`config.mk`:
```
export PLATFORM = sky130hd
export DESIGN_NAME = fma_norm_round
export DESIGN_NICKNAME = d
export VERILOG_FILES = /design/src/rtl/fma_nr_pkg.sv /design/src/rtl/nr_lzc.sv /design/src/rtl/nr_pipe_reg.sv /design/src/rtl/nr_norm.sv /design/src/rtl/nr_round.sv /design/src/rtl/fma_norm_round.sv
export SDC_FILE = /design/constraint.sdc
export NUM_CORES = 1
export LEC_CHECK = 0
export ABC_CLOCK_PERIOD_IN_PS = 5300
export BUFFER_PORTS_ARGS = -buffer_cell sky130_fd_sc_hd__clkbuf_2
export CORE_MARGIN = 4
export CORE_UTILIZATION = 24
export CTS_CLUSTER_DIAMETER = 100
export DETAILED_ROUTE_END_ITERATION = 10
export PLACE_DENSITY = 0.5
export SYNTH_ARGS = -nofsm -noshare
export SYNTH_HDL_FRONTEND = slang
export SYNTH_SLANG_ARGS = --single-unit
export TNS_END_PERCENT = 50
```
`constraint.sdc`:
```
create_clock -name clk -period 5.3 [get_ports clk]
set_clock_uncertainty 0.15 [all_clocks]
set_input_delay 0.53 -clock clk [delete_from_list [all_inputs] [get_ports clk]]
set_output_delay 0.53 -clock clk [all_outputs]
set_load 0.01 [all_outputs]
```
`src/rtl/fma_nr_pkg.sv`:
```
package fma_nr_pkg;

  localparam int NR_MANT_W = 53;
  localparam int NR_EXP_W  = 13;

  typedef struct packed {
    logic inexact;
    logic rnd_up;
    logic zero;
  } nr_flags_t;

  // nearest-even increment decision
  function automatic logic rne_up(input logic lsb, input logic g,
                                  input logic r, input logic s);
    return g & (r | s | lsb);
  endfunction

endpackage

```
`src/rtl/nr_lzc.sv`:
```
module nr_lzc #(
  parameter int W  = 106,
  parameter int CW = $clog2(W + 1)
) (
  input  logic [W-1:0]  vec,
  output logic [CW-1:0] cnt
);
  // highest set bit wins because it is visited last
  always_comb begin
    cnt = CW'(W);
    for (int i = 0; i < W; i++) begin
      if (vec[i]) cnt = CW'(W - 1 - i);
    end
  end
endmodule

```
`src/rtl/nr_pipe_reg.sv`:
```
module nr_pipe_reg #(
  parameter int W = 8
) (
  input  logic         clk,
  input  logic         rst_n,
  input  logic         in_valid,
  output logic         in_ready,
  input  logic [W-1:0] in_data,
  output logic         out_valid,
  input  logic         out_ready,
  output logic [W-1:0] out_data
);
  assign in_ready = !out_valid || out_ready;

  always_ff @(posedge clk) begin
    if (!rst_n) begin
      out_valid <= 1'b0;
    end else if (in_ready) begin
      out_valid <= in_valid;
    end
  end

  always_ff @(posedge clk) begin
    if (in_ready && in_valid) out_data <= in_data;
  end
endmodule

```
`src/rtl/nr_norm.sv`:
```
module nr_norm #(
  parameter int SUM_W  = 106,
  parameter int MANT_W = 53,
  parameter int EXP_W  = 13
) (
  input  logic [SUM_W-1:0]  sum,
  input  logic              xbit,
  input  logic [EXP_W-1:0]  exp_i,
  output logic [MANT_W-1:0] sig,
  output logic              g,
  output logic              r,
  output logic              s,
  output logic [EXP_W-1:0]  exp_o,
  output logic              zero
);
  localparam int CW   = $clog2(SUM_W + 1);
  localparam int GPOS = SUM_W - 1 - MANT_W;
  localparam int RPOS = GPOS - 1;

  logic [CW-1:0]    lz;
  logic [SUM_W-1:0] shifted;

  nr_lzc #(.W(SUM_W), .CW(CW)) lzc_i (.vec(sum), .cnt(lz));

  assign shifted = sum << lz;
  assign sig     = shifted[SUM_W-1 -: MANT_W];
  assign g       = shifted[GPOS];
  assign r       = shifted[RPOS];
  // X' is kept out of the shift and only joins the sticky OR
  assign s       = (|shifted[RPOS-1:0]) | xbit;
  assign zero    = (sum == '0);
  assign exp_o   = zero ? '0 : (exp_i + EXP_W'(1) - EXP_W'(lz));
endmodule

```
`src/rtl/nr_round.sv`:
```
module nr_round
  import fma_nr_pkg::*;
#(
  parameter int MANT_W = 53,
  parameter int EXP_W  = 13
) (
  input  logic [MANT_W-1:0] sig_i,
  input  logic              g,
  input  logic              r,
  input  logic              s,
  input  logic [EXP_W-1:0]  exp_i,
  input  logic              sign_i,
  input  logic              neg,
  input  logic              zero,
  output logic [MANT_W-1:0] sig_o,
  output logic [EXP_W-1:0]  exp_o,
  output logic              sign_o,
  output nr_flags_t         flags
);
  logic              up;
  logic              cy;
  logic [MANT_W-1:0] inc;

  assign up        = rne_up(sig_i[0], g, r, s);
  assign {cy, inc} = {1'b0, sig_i} + (MANT_W + 1)'(up);

  always_comb begin
    if (cy) sig_o = {1'b1, {(MANT_W-1){1'b0}}};
    else    sig_o = inc;
  end

  assign exp_o         = exp_i + EXP_W'(cy);
  assign sign_o        = zero ? 1'b0 : (sign_i ^ neg);
  assign flags.inexact = g | r | s;
  assign flags.rnd_up  = up;
  assign flags.zero    = zero;
endmodule

```
`src/rtl/fma_norm_round.sv`:
```
module fma_norm_round
  import fma_nr_pkg::*;
#(
  parameter int MANT_W = NR_MANT_W,
  parameter int EXP_W  = NR_EXP_W,
  parameter int SUM_W  = 2 * MANT_W
) (
  input  logic              clk,
  input  logic              rst_n,
  input  logic              in_valid,
  output logic              in_ready,
  input  logic [SUM_W-1:0]  in_sum,
  input  logic              in_xbit,
  input  logic [EXP_W-1:0]  in_exp,
  input  logic              in_sign,
  input  logic              in_neg,
  output logic              out_valid,
  input  logic              out_ready,
  output logic [MANT_W-1:0] out_sig,
  output logic [EXP_W-1:0]  out_exp,
  output logic              out_sign,
  output logic              out_guard,
  output logic              out_round,
  output logic              out_sticky,
  output logic              out_inexact,
  output logic              out_rounded_up,
  output logic              out_zero
);
  typedef struct packed {
    logic [MANT_W-1:0] sig;
    logic              g;
    logic              r;
    logic              s;
    logic [EXP_W-1:0]  exp;
    logic              sign;
    logic              neg;
    logic              zero;
  } norm_t;

  typedef struct packed {
    logic [MANT_W-1:0] sig;
    logic [EXP_W-1:0]  exp;
    logic              sign;
    logic              g;
    logic              r;
    logic              s;
    nr_flags_t         flags;
  } res_t;

  localparam int NORM_W = $bits(norm_t);
  localparam int RES_W  = $bits(res_t);

  norm_t n_d, n_q;
  res_t  r_d, r_q;
  logic  s1_valid, s1_ready;

  nr_norm #(.SUM_W(SUM_W), .MANT_W(MANT_W), .EXP_W(EXP_W)) norm_i (
    .sum(in_sum), .xbit(in_xbit), .exp_i(in_exp),
    .sig(n_d.sig), .g(n_d.g), .r(n_d.r), .s(n_d.s),
    .exp_o(n_d.exp), .zero(n_d.zero)
  );
  assign n_d.sign = in_sign;
  assign n_d.neg  = in_neg;

  nr_pipe_reg #(.W(NORM_W)) s1_i (
    .clk(clk), .rst_n(rst_n),
    .in_valid(in_valid), .in_ready(in_ready), .in_data(n_d),
    .out_valid(s1_valid), .out_ready(s1_ready), .out_data(n_q)
  );

  nr_round #(.MANT_W(MANT_W), .EXP_W(EXP_W)) round_i (
    .sig_i(n_q.sig), .g(n_q.g), .r(n_q.r), .s(n_q.s),
    .exp_i(n_q.exp), .sign_i(n_q.sign), .neg(n_q.neg), .zero(n_q.zero),
    .sig_o(r_d.sig), .exp_o(r_d.exp), .sign_o(r_d.sign), .flags(r_d.flags)
  );
  assign r_d.g = n_q.g;
  assign r_d.r = n_q.r;
  assign r_d.s = n_q.s;

  nr_pipe_reg #(.W(RES_W)) s2_i (
    .clk(clk), .rst_n(rst_n),
    .in_valid(s1_valid), .in_ready(s1_ready), .in_data(r_d),
    .out_valid(out_valid), .out_ready(out_ready), .out_data(r_q)
  );

  assign out_sig        = r_q.sig;
  assign out_exp        = r_q.exp;
  assign out_sign       = r_q.sign;
  assign out_guard      = r_q.g;
  assign out_round      = r_q.r;
  assign out_sticky     = r_q.s;
  assign out_inexact    = r_q.flags.inexact;
  assign out_rounded_up = r_q.flags.rnd_up;
  assign out_zero       = r_q.flags.zero;
endmodule

```
* After elaboration in Yosys (flattened, before gate mapping)
Cells that the tools add are included.
** Word-level totals
- Flip-flop bits (word level) :: 147
- Bits of input ports :: 126
- Output and inout port bits :: 75
- Word-level logic and storage cells :: 133
** Cells by class
- Add/subtract/negate cells :: 4
- Shift operators :: 1
- Multiplexer cells :: 106
- Bitwise gates (word level) :: 7
- Reduce and logical (&&, ||, !) cells :: 8
** Operators by type and width (count)
- two-way mux 7 bit :: 105
- zero test 106 bit :: 1
- left shift 106 x 7 -> 106 bit :: 1
- adder 53 x 1 -> 54 bit :: 1
- OR reduction 51 bit :: 1
- adder 13 x 1 -> 13 bit :: 1
- adder 13 x 1 -> 13 bit, second input constant :: 1
- subtractor 13 x 7 -> 13 bit :: 1
- OR 1 bit :: 5
- logical AND 1 bit :: 2
- zero test 1 bit :: 2
- logical OR 1 bit :: 2
- two-way mux 2 bit :: 1
- bitwise AND 1 bit :: 1
- bitwise XOR 1 bit :: 1

* Logic depth before layout (Yosys ltp)
Gate-level depths: netlist of run 1.
- Depth after elaboration :: 109
- Gate-level depth with buffers :: 29
- Mapped depth without buffers :: 24

* Modules after synthesis
From an unflattened synthesis of run 1, not the netlist that was laid out.
** Second synthesis, totals
- Cells, all modules :: 1868
- Area, all modules :: 16972.5 um2
** By module, submodules not included
- nr_norm :: instances 1, cells an instance 1219, area an instance 9511.6 um2
- nr_pipe_reg at s2_i :: instances 1, cells an instance 78, area an instance 2249.7 um2
- nr_pipe_reg at s1_i :: instances 1, cells an instance 77, area an instance 2219.6 um2
- nr_round :: instances 1, cells an instance 251, area an instance 1612.8 um2
- nr_lzc :: instances 1, cells an instance 243, area an instance 1378.8 um2

* Worst setup path after synthesis of run 1
OpenSTA, ideal clock, no wires.
- Kind :: input-to-reg
- Start :: input port in_sum[5]
- End :: register s1_i.out_data[15], data pin
- Data arrival time :: 5447 ps
- Data required time :: 4876 ps
- Setup slack :: -570 ps
- Stages :: 27
- Buffers on the path :: 6
- Cells stage by stage :: buf_2 > or4_1 > a21oi_1 > o21ai_0 > a211oi_1 > o21ai_0 > a21o_1 > buf_2 > inv_1 > buf_2 > buf_1 > clkbuf_1 > buf_1 > ha_1 > ha_1 > a21o_1 > a21oi_1 > o21bai_1 > a21oi_1 > o21bai_1 > a21oi_1 > o21bai_1 > a21oi_1 > o21bai_1 > a21oi_1 > xnor2_1 > nor2_1
** On the way
- Word-level cells in the longest chain between the ends :: 102
- Elaborated cells on any way between the ends :: 103
** Ends and longest elaborated chain
- start: declaration :: line fma_norm_round.sv:12 : input logic [SUM_W-1:0] in_sum,
- two-way mux 7 bit (101 in a row) :: line nr_lzc.sv:12 : if (vec[i]) cnt = CW'(W - 1 - i);
- subtractor 13 x 7 -> 13 bit :: line nr_norm.sv:32 : assign exp_o = zero ? '0 : (exp_i + EXP_W'(1) - EXP_W'(lz));
- end signal: assignment :: line nr_pipe_reg.sv:24 : if (in_ready && in_valid) out_data <= in_data;
- end: declaration :: line nr_pipe_reg.sv:11 : output logic [W-1:0] out_data
Parallel ways exist; a longest one is shown, timed or not.
A chain may end at the register's enable or synchronous reset.

==> impl_metrics.toml, run 1 <==
[synth]
synth_top_area_frac = 0.287
synth_ff_type = "edfxtp_1"
synthXorXnorAreaFrac = 0.0398
ys_top_cells_by_area = "edfxtp_1 29%, mux2i_1 18%, nand2_1 5.6%"
synth-seq-area-share = 0.289
syn_nets = 1964
synth_cells = 1816
synth_mux_area_frac = 0.228
netlist_area_um2 = 15200
yosysWarningCount = 0
yosysMostFrequentCell = "mux2i_1"
synth-adder-area-share = 0.0186
synth-compound-area-share = 0.174
synth_top_family_by_area = "multiplexers"
yosys.area_share.simple = 0.206
synth_area_per_cell_um2 = 8.37
synth_area_leader_cell = "edfxtp_1"
synth_edf_count = 145
ys_types = 83
synth_common_cells = "280 x mux2i_1, 228 x nand2_1, 196 x nor2_1"
ys_seq_elements = 147
synthArstFlopShare = 0

[routing]
ant_nets = 0
avgViaCountPerCell = 5.18
wirelength_mm = 66.7
top_layer = "met4"
met2_length_mm = 31.0
wl_per_cell_um = 21.9
drtPass1Iterations = 5
wl_met3_mm = 3.14
wl_met1_mm = 30.9
drc = 0
vias = 15776
drt_iter0_markers = 1238

[clocking]
cts-root-buf = "clkbuf_16"
cts_tree = "yes"
clock_sinks = 147
ctsHtreeMaxLevel = 4
path_clk_slew_ps = 60
ctsHoldBuffers = 0
clk_latency_ps = 410
cts_buffers = 17
cts_buffer_depth = 2

[job]
cap_violations = 0

[placed_design]
io_buffer_count = 200
dp_hpwl_mm = 54.8
place_congestion = 0.942
placed_cell_area_um2 = 19000

[sta]
hold_ws_ps = 142
fin_crit_sh = 0.983
drv_slew = 0
worstMarginPinSlew_ps = 933
period_minus_slack_ps = 5210
setup_viol = 0
rsz0062_at_grt = "false"
fmax_mhz = 192
hold_viol_final = 0
slew_headroom = 0.378

[worst_setup_path]
worstPathCellList = "clkbuf_2 -> or4_1 -> a211oi_1 -> buf_4 -> o211ai_1 -> a211o_2 -> inv_2 -> buf_12 -> buf_4 -> mux2i_1 -> buf_4 -> mux2i_1 -> mux2i_1 -> buf_4 -> o32ai_1 -> a311oi_1 -> o311a_1 -> nand4b_1 -> nor4_1 -> a31oi_1"
worst_setup_path_start_kind = "input pin"
crit_path_frequent_cell = "buf_4"
end_kind = "flop"
cp.required_ps = 5300
worstRegToRegCells = 17
arrival_ps = 5210
cpPeakStageDelay_ps = 610
reg2reg_slack_ps = 1270
reg2reg_from = "s1_i.out_data[18]"
cp_max_fo = 22
reg2reg_to = "s2_i.out_data[19]"
slowest_stage = "a311oi_1"
crit_type = "input pin to flop"

[min_path]
hold_end = "s1_i.out_data[2]"
hp-start = "in_sign"
whs_path_depth = 1
min_path_type = "input pin to flop"

[pwr]
finalPower_mw = 4.29
powerDensity_nw_per_um2 = 219
ir_worst_vdd_mv = 0.155
p_leak_nw = 8.40

[floorplanning]
coreArea_um2 = 62200
dieArea_um2 = 67400
start_util = 0.244
pin_count = 201
die_y_um = 260
rows = 91
die_w_um = 260

[global_route]
antenna_found_initial = 1
grt_overflow = 0
grt_pass1_wl_mm = 100
grt_pass1_vias = 15623
gr-usage-all-layers = 0.191
grt_max_degree = 76

[finish]
fin_nets = 2345
drive_gt1_frac = 0.268
design_area_um2 = 19600
diodes = 0
synthToLayoutAreaGrowth_pct = 29.2

[run_status]
status = "complete, no violations"
## registers in the layout, summed over array words and instances (netlist names)
signal / flops
s2_i.out_valid: 1
s1_i.out_data: 72
s1_i.out_valid: 1
s2_i.out_data: 73
## critical path: cells and delay by family
| kind | cells | cell delay, ps |
|---|---|---|
| simple gates | 3 | 1000 |
| mux | 3 | 530 |
| compound gates | 7 | 2120 |
| buf+inv | 7 | 1000 |
## logic make-up after synthesis
group	count (synthesis)
AND/OR/NAND/NOR	681
AO/OA/AOI/OAI	399
multiplexers	337
buffers and inverters	161
flip-flops	147
XOR/XNOR	69
adder cells (fa/ha/maj)	22
## report_power, final
| group | leakage (nW) | switching, mW | internal (mW) | total, mW |
|---|---|---|---|---|
| Clock | 0.290 | 0.456 | 0.784 | 1.24 |
| Combinational | 6.71 | 0.909 | 0.671 | 1.58 |
| Sequential | 1.40 | 0.0628 | 1.41 | 1.47 |
## timing repair
action,in CTS,in global routing
endpoints found under the hold margin,0,0
buffers inserted,0,0
gates resized for setup,0,1
setup endpoints to repair,0,1
## cells in the final DEF, fill, tap and decap left out, drive strengths merged, types with 21 or more instances in the layout
master	n
a21oi	115
mux2i	282
nand3	58
nor4	33
and3	22
buf	274
nor2	197
ha	21
nor3	47
clkbuf	218
o21ai	86
xnor2	51
nand2	228
edfxtp	145
mux2	55
inv	48
o211ai	21
## routing by layer
metal  vias up  track usage
li1       7536            -
met1      7603        0.267
met2       562        0.317
met3        75       0.0163
met4         0       0.0492
met5         -            0
## metrics by stage
step / setup slack, ps / util / cells / setup TNS (ps)
4_1_cts: 34.1 / 0.316 / 3047 / 0
2_1_floorplan: -3.34 / - / 1816 / -3.34
6_report: 89.3 / 0.316 / 3047 / 0
3_5_place_dp: -389 / 0.306 / 3015 / -389
3_3_place_gp: -498 / 0.306 / 3015 / -498
5_1_grt: 16.0 / 0.316 / 3047 / 0
## worst max-delay path by stage
stage	startpoint	end	slack, ps
after floorplan	in_sum[5]	s1_i.out_data[15]	-3
final	in_sum[17]	s1_i.out_data[16]	90
after global placement	in_sum[17]	s1_i.out_data[16]	-500
after CTS	in_sum[17]	s1_i.out_data[16]	30
after global routing	in_sum[17]	s1_i.out_data[16]	20
after detailed placement	in_sum[17]	s1_i.out_data[16]	-390
## layout make-up
type | instances | area, um^2
fillers | 6681 | 42500
multi-input cells | 1508 | 10200
flip-flops and latches | 147 | 4390
repair buffers | 474 | 3210
well taps | 837 | 1050
clock buffers | 18 | 429
clock inverters | 14 | 186
inverters | 49 | 186
Note: power is estimated with default switching activity, not from simulation.
==> inputs of run 2 (changes only) <==
--- a/config.mk
+++ b/config.mk
@@ -8,10 +8,10 @@
 export ABC_CLOCK_PERIOD_IN_PS = 5300
 export BUFFER_PORTS_ARGS = -buffer_cell sky130_fd_sc_hd__clkbuf_2
 export CORE_MARGIN = 4
-export CORE_UTILIZATION = 24
+export CORE_UTILIZATION = 54
 export CTS_CLUSTER_DIAMETER = 100
 export DETAILED_ROUTE_END_ITERATION = 10
-export PLACE_DENSITY = 0.5
+export PLACE_DENSITY = 0.87
 export SYNTH_ARGS = -nofsm -noshare
 export SYNTH_HDL_FRONTEND = slang
 export SYNTH_SLANG_ARGS = --single-unit
==> impl_metrics.toml, run 2 (synthesized netlist as in run 1, its figures left out) <==
[worst_setup_path]
cp.required_ps = 5290
worst_setup_path_start_kind = "input pin"
cp_max_fo = 46
crit_buf_inv = 3
cpPeakStageDelay_ps = 550
crit_family = "compound AO/OA/AOI/OAI gates"
end_kind = "flop"
crit_type = "input pin to flop"
arrival_ps = 4980
slowest_stage = "or4_1"
worstPathCellList = "clkbuf_2 -> or4_1 -> a221oi_2 -> o22ai_1 -> or3_1 -> o21a_4 -> nor2_8 -> buf_4 -> mux2i_1 -> mux2i_1 -> nand2_1 -> nand2_1 -> o21ai_0 -> mux2_2 -> a21boi_0 -> buf_4 -> o221ai_1"

[routing]
drtPass1Iterations = 6
drt_iter0_markers = 2098
wl_per_cell_um = 22.9
ant_nets = 0
wirelength_mm = 56.9
drc = 0
vias = 16020
avgViaCountPerCell = 6.46

[finish]
fillCellCount = 2422
largest_reg_flops = 73
final_cell_mix = "280 x mux2i_1, 228 x nand2_1, 200 x clkbuf_2"
design_area_um2 = 18200
mostFrequentLayoutCell = "mux2i_1"
synthToLayoutAreaGrowth_pct = 19.8
top_regs = "s2_i.out_data (73), s1_i.out_data (72)"
seqCellArea_um2 = 4390
multi_input_area_um2 = 10200
drive_gt1_frac = 0.232
largest_register = "s2_i.out_data"
fin_nets = 2237
stdcell_count = 2481
final_core_utilization = 0.655

[clocking]
cts_buffers = 17
cts_buffer_depth = 2
cts_tree = "yes"
cts-root-buf = "clkbuf_16"
clk_latency_ps = 420
ctsHtreeMaxLevel = 4
ctsHoldBuffers = 0
path_clk_slew_ps = 60
clock_sinks = 147

[floorplanning]
dieArea_um2 = 30900
die_y_um = 176
start_util = 0.547
die_w_um = 176
pin_count = 201
coreArea_um2 = 27800
rows = 61

[sta]
worstMarginPinSlew_ps = 864
setup_viol = 0
drv_slew = 0
rsz0062_at_grt = "false"
hold_ws_ps = 139
fin_setup_tns_ps = 0
slew_headroom = 0.422
fin_crit_sh = 0.941
hold_viol_final = 0
period_minus_slack_ps = 4990
fmax_mhz = 201
layout_setup_ws_ps = 314

[global_route]
grt_overflow = 0
antenna_found_initial = 2
use_met2 = 0.581
grt_pass1_vias = 15168
grt_max_degree = 85
use_met3 = 0.0308
grt_pass1_wl_mm = 86.8
gr-usage-all-layers = 0.355
top_usage_layer = "met2"
groute.layer.met1.usage = 0.490

[min_path]
min_path_type = "input pin to flop"

[placed_design]
io_buffer_count = 200
place_congestion = 0.997
placed_cell_area_um2 = 17600
pre_cts_slack_ps = -22.8
dp_hpwl_mm = 44.5
dp_cells = 2448

[job]
cap_violations = 0

[pwr]
p_leak_nw = 7.87
powerDensity_nw_per_um2 = 228
ir_worst_vdd_mv = 0.209
finalPower_mw = 4.14

[run_status]
status = "complete, no violations"
==> run 2: cell count changes in the layout (fill, tap and decap cells not counted), sizes merged <==
cell      change
inv           +9
clkinv        -2
diode         +1
buf         -108
clkbuf        -1
bufinv        -2
clkinvlp      -4
==> run 2: cell type report <==
type,count,share of cell area
sequential,147,0.241
multi-input combinational,1508,0.559
tap,378,0.0260
clock inverter,15,0.0102
clock buffer,17,0.0234
timing repair buffer,366,0.130
inverter,49,0.0102
antenna,1,0.000137
==> run 2: per-layer routing <==
| metal | vias up | part of all wire |
|---|---|---|
| li1 | 7333 | - |
| met1 | 7477 | 0.41 |
| met2 | 1052 | 0.46 |
| met3 | 156 | 0.087 |
| met4 | 2 | 0.042 |
| met5 | - | 0.00021 |
==> run 2: worst paths after layout <==
| check | startpoint | end | slack, ps | cells after the start |
|---|---|---|---|---|
| hold reg to reg | s1_i.out_data[0] | s2_i.out_data[0] | 310 | 0 |
| hold / removal | in_neg | s1_i.out_data[1] | 140 | 1 |
| setup reg to reg | s1_i.out_data[18] | s2_i.out_data[68] | 1430 | 14 |
| setup / recovery | in_sum[46] | s1_i.out_data[64] | 310 | 17 |
==> run 2: worst reg2reg max path, cell delays in order (launching register included) <==
cell and delay (ps):
edfxtp_1 480, and2_1 220, ha_1 210, and3_1 290, nand4_1 230, nor2_1 250, nand3_1 160, inv_1 140
nand2_1 180, nor2_1 190, nand2_1 150, nor2_1 290, nand2_1 210, or3_1 350, a21oi_1 200
==> run 2: what timing repair did <==
action	4_1_cts	5_1_grt
endpoints found under the setup margin	0	1
endpoints found under the hold margin	0	0
resized for setup	0	1
setup buffers	0	0
==> run 2: power breakdown <==
group | switching [mW] | total [mW] | internal, mW
sequential | 0.0634 | 1.47 | 1.41
combinational | 0.855 | 1.44 | 0.582
clock | 0.513 | 1.23 | 0.719
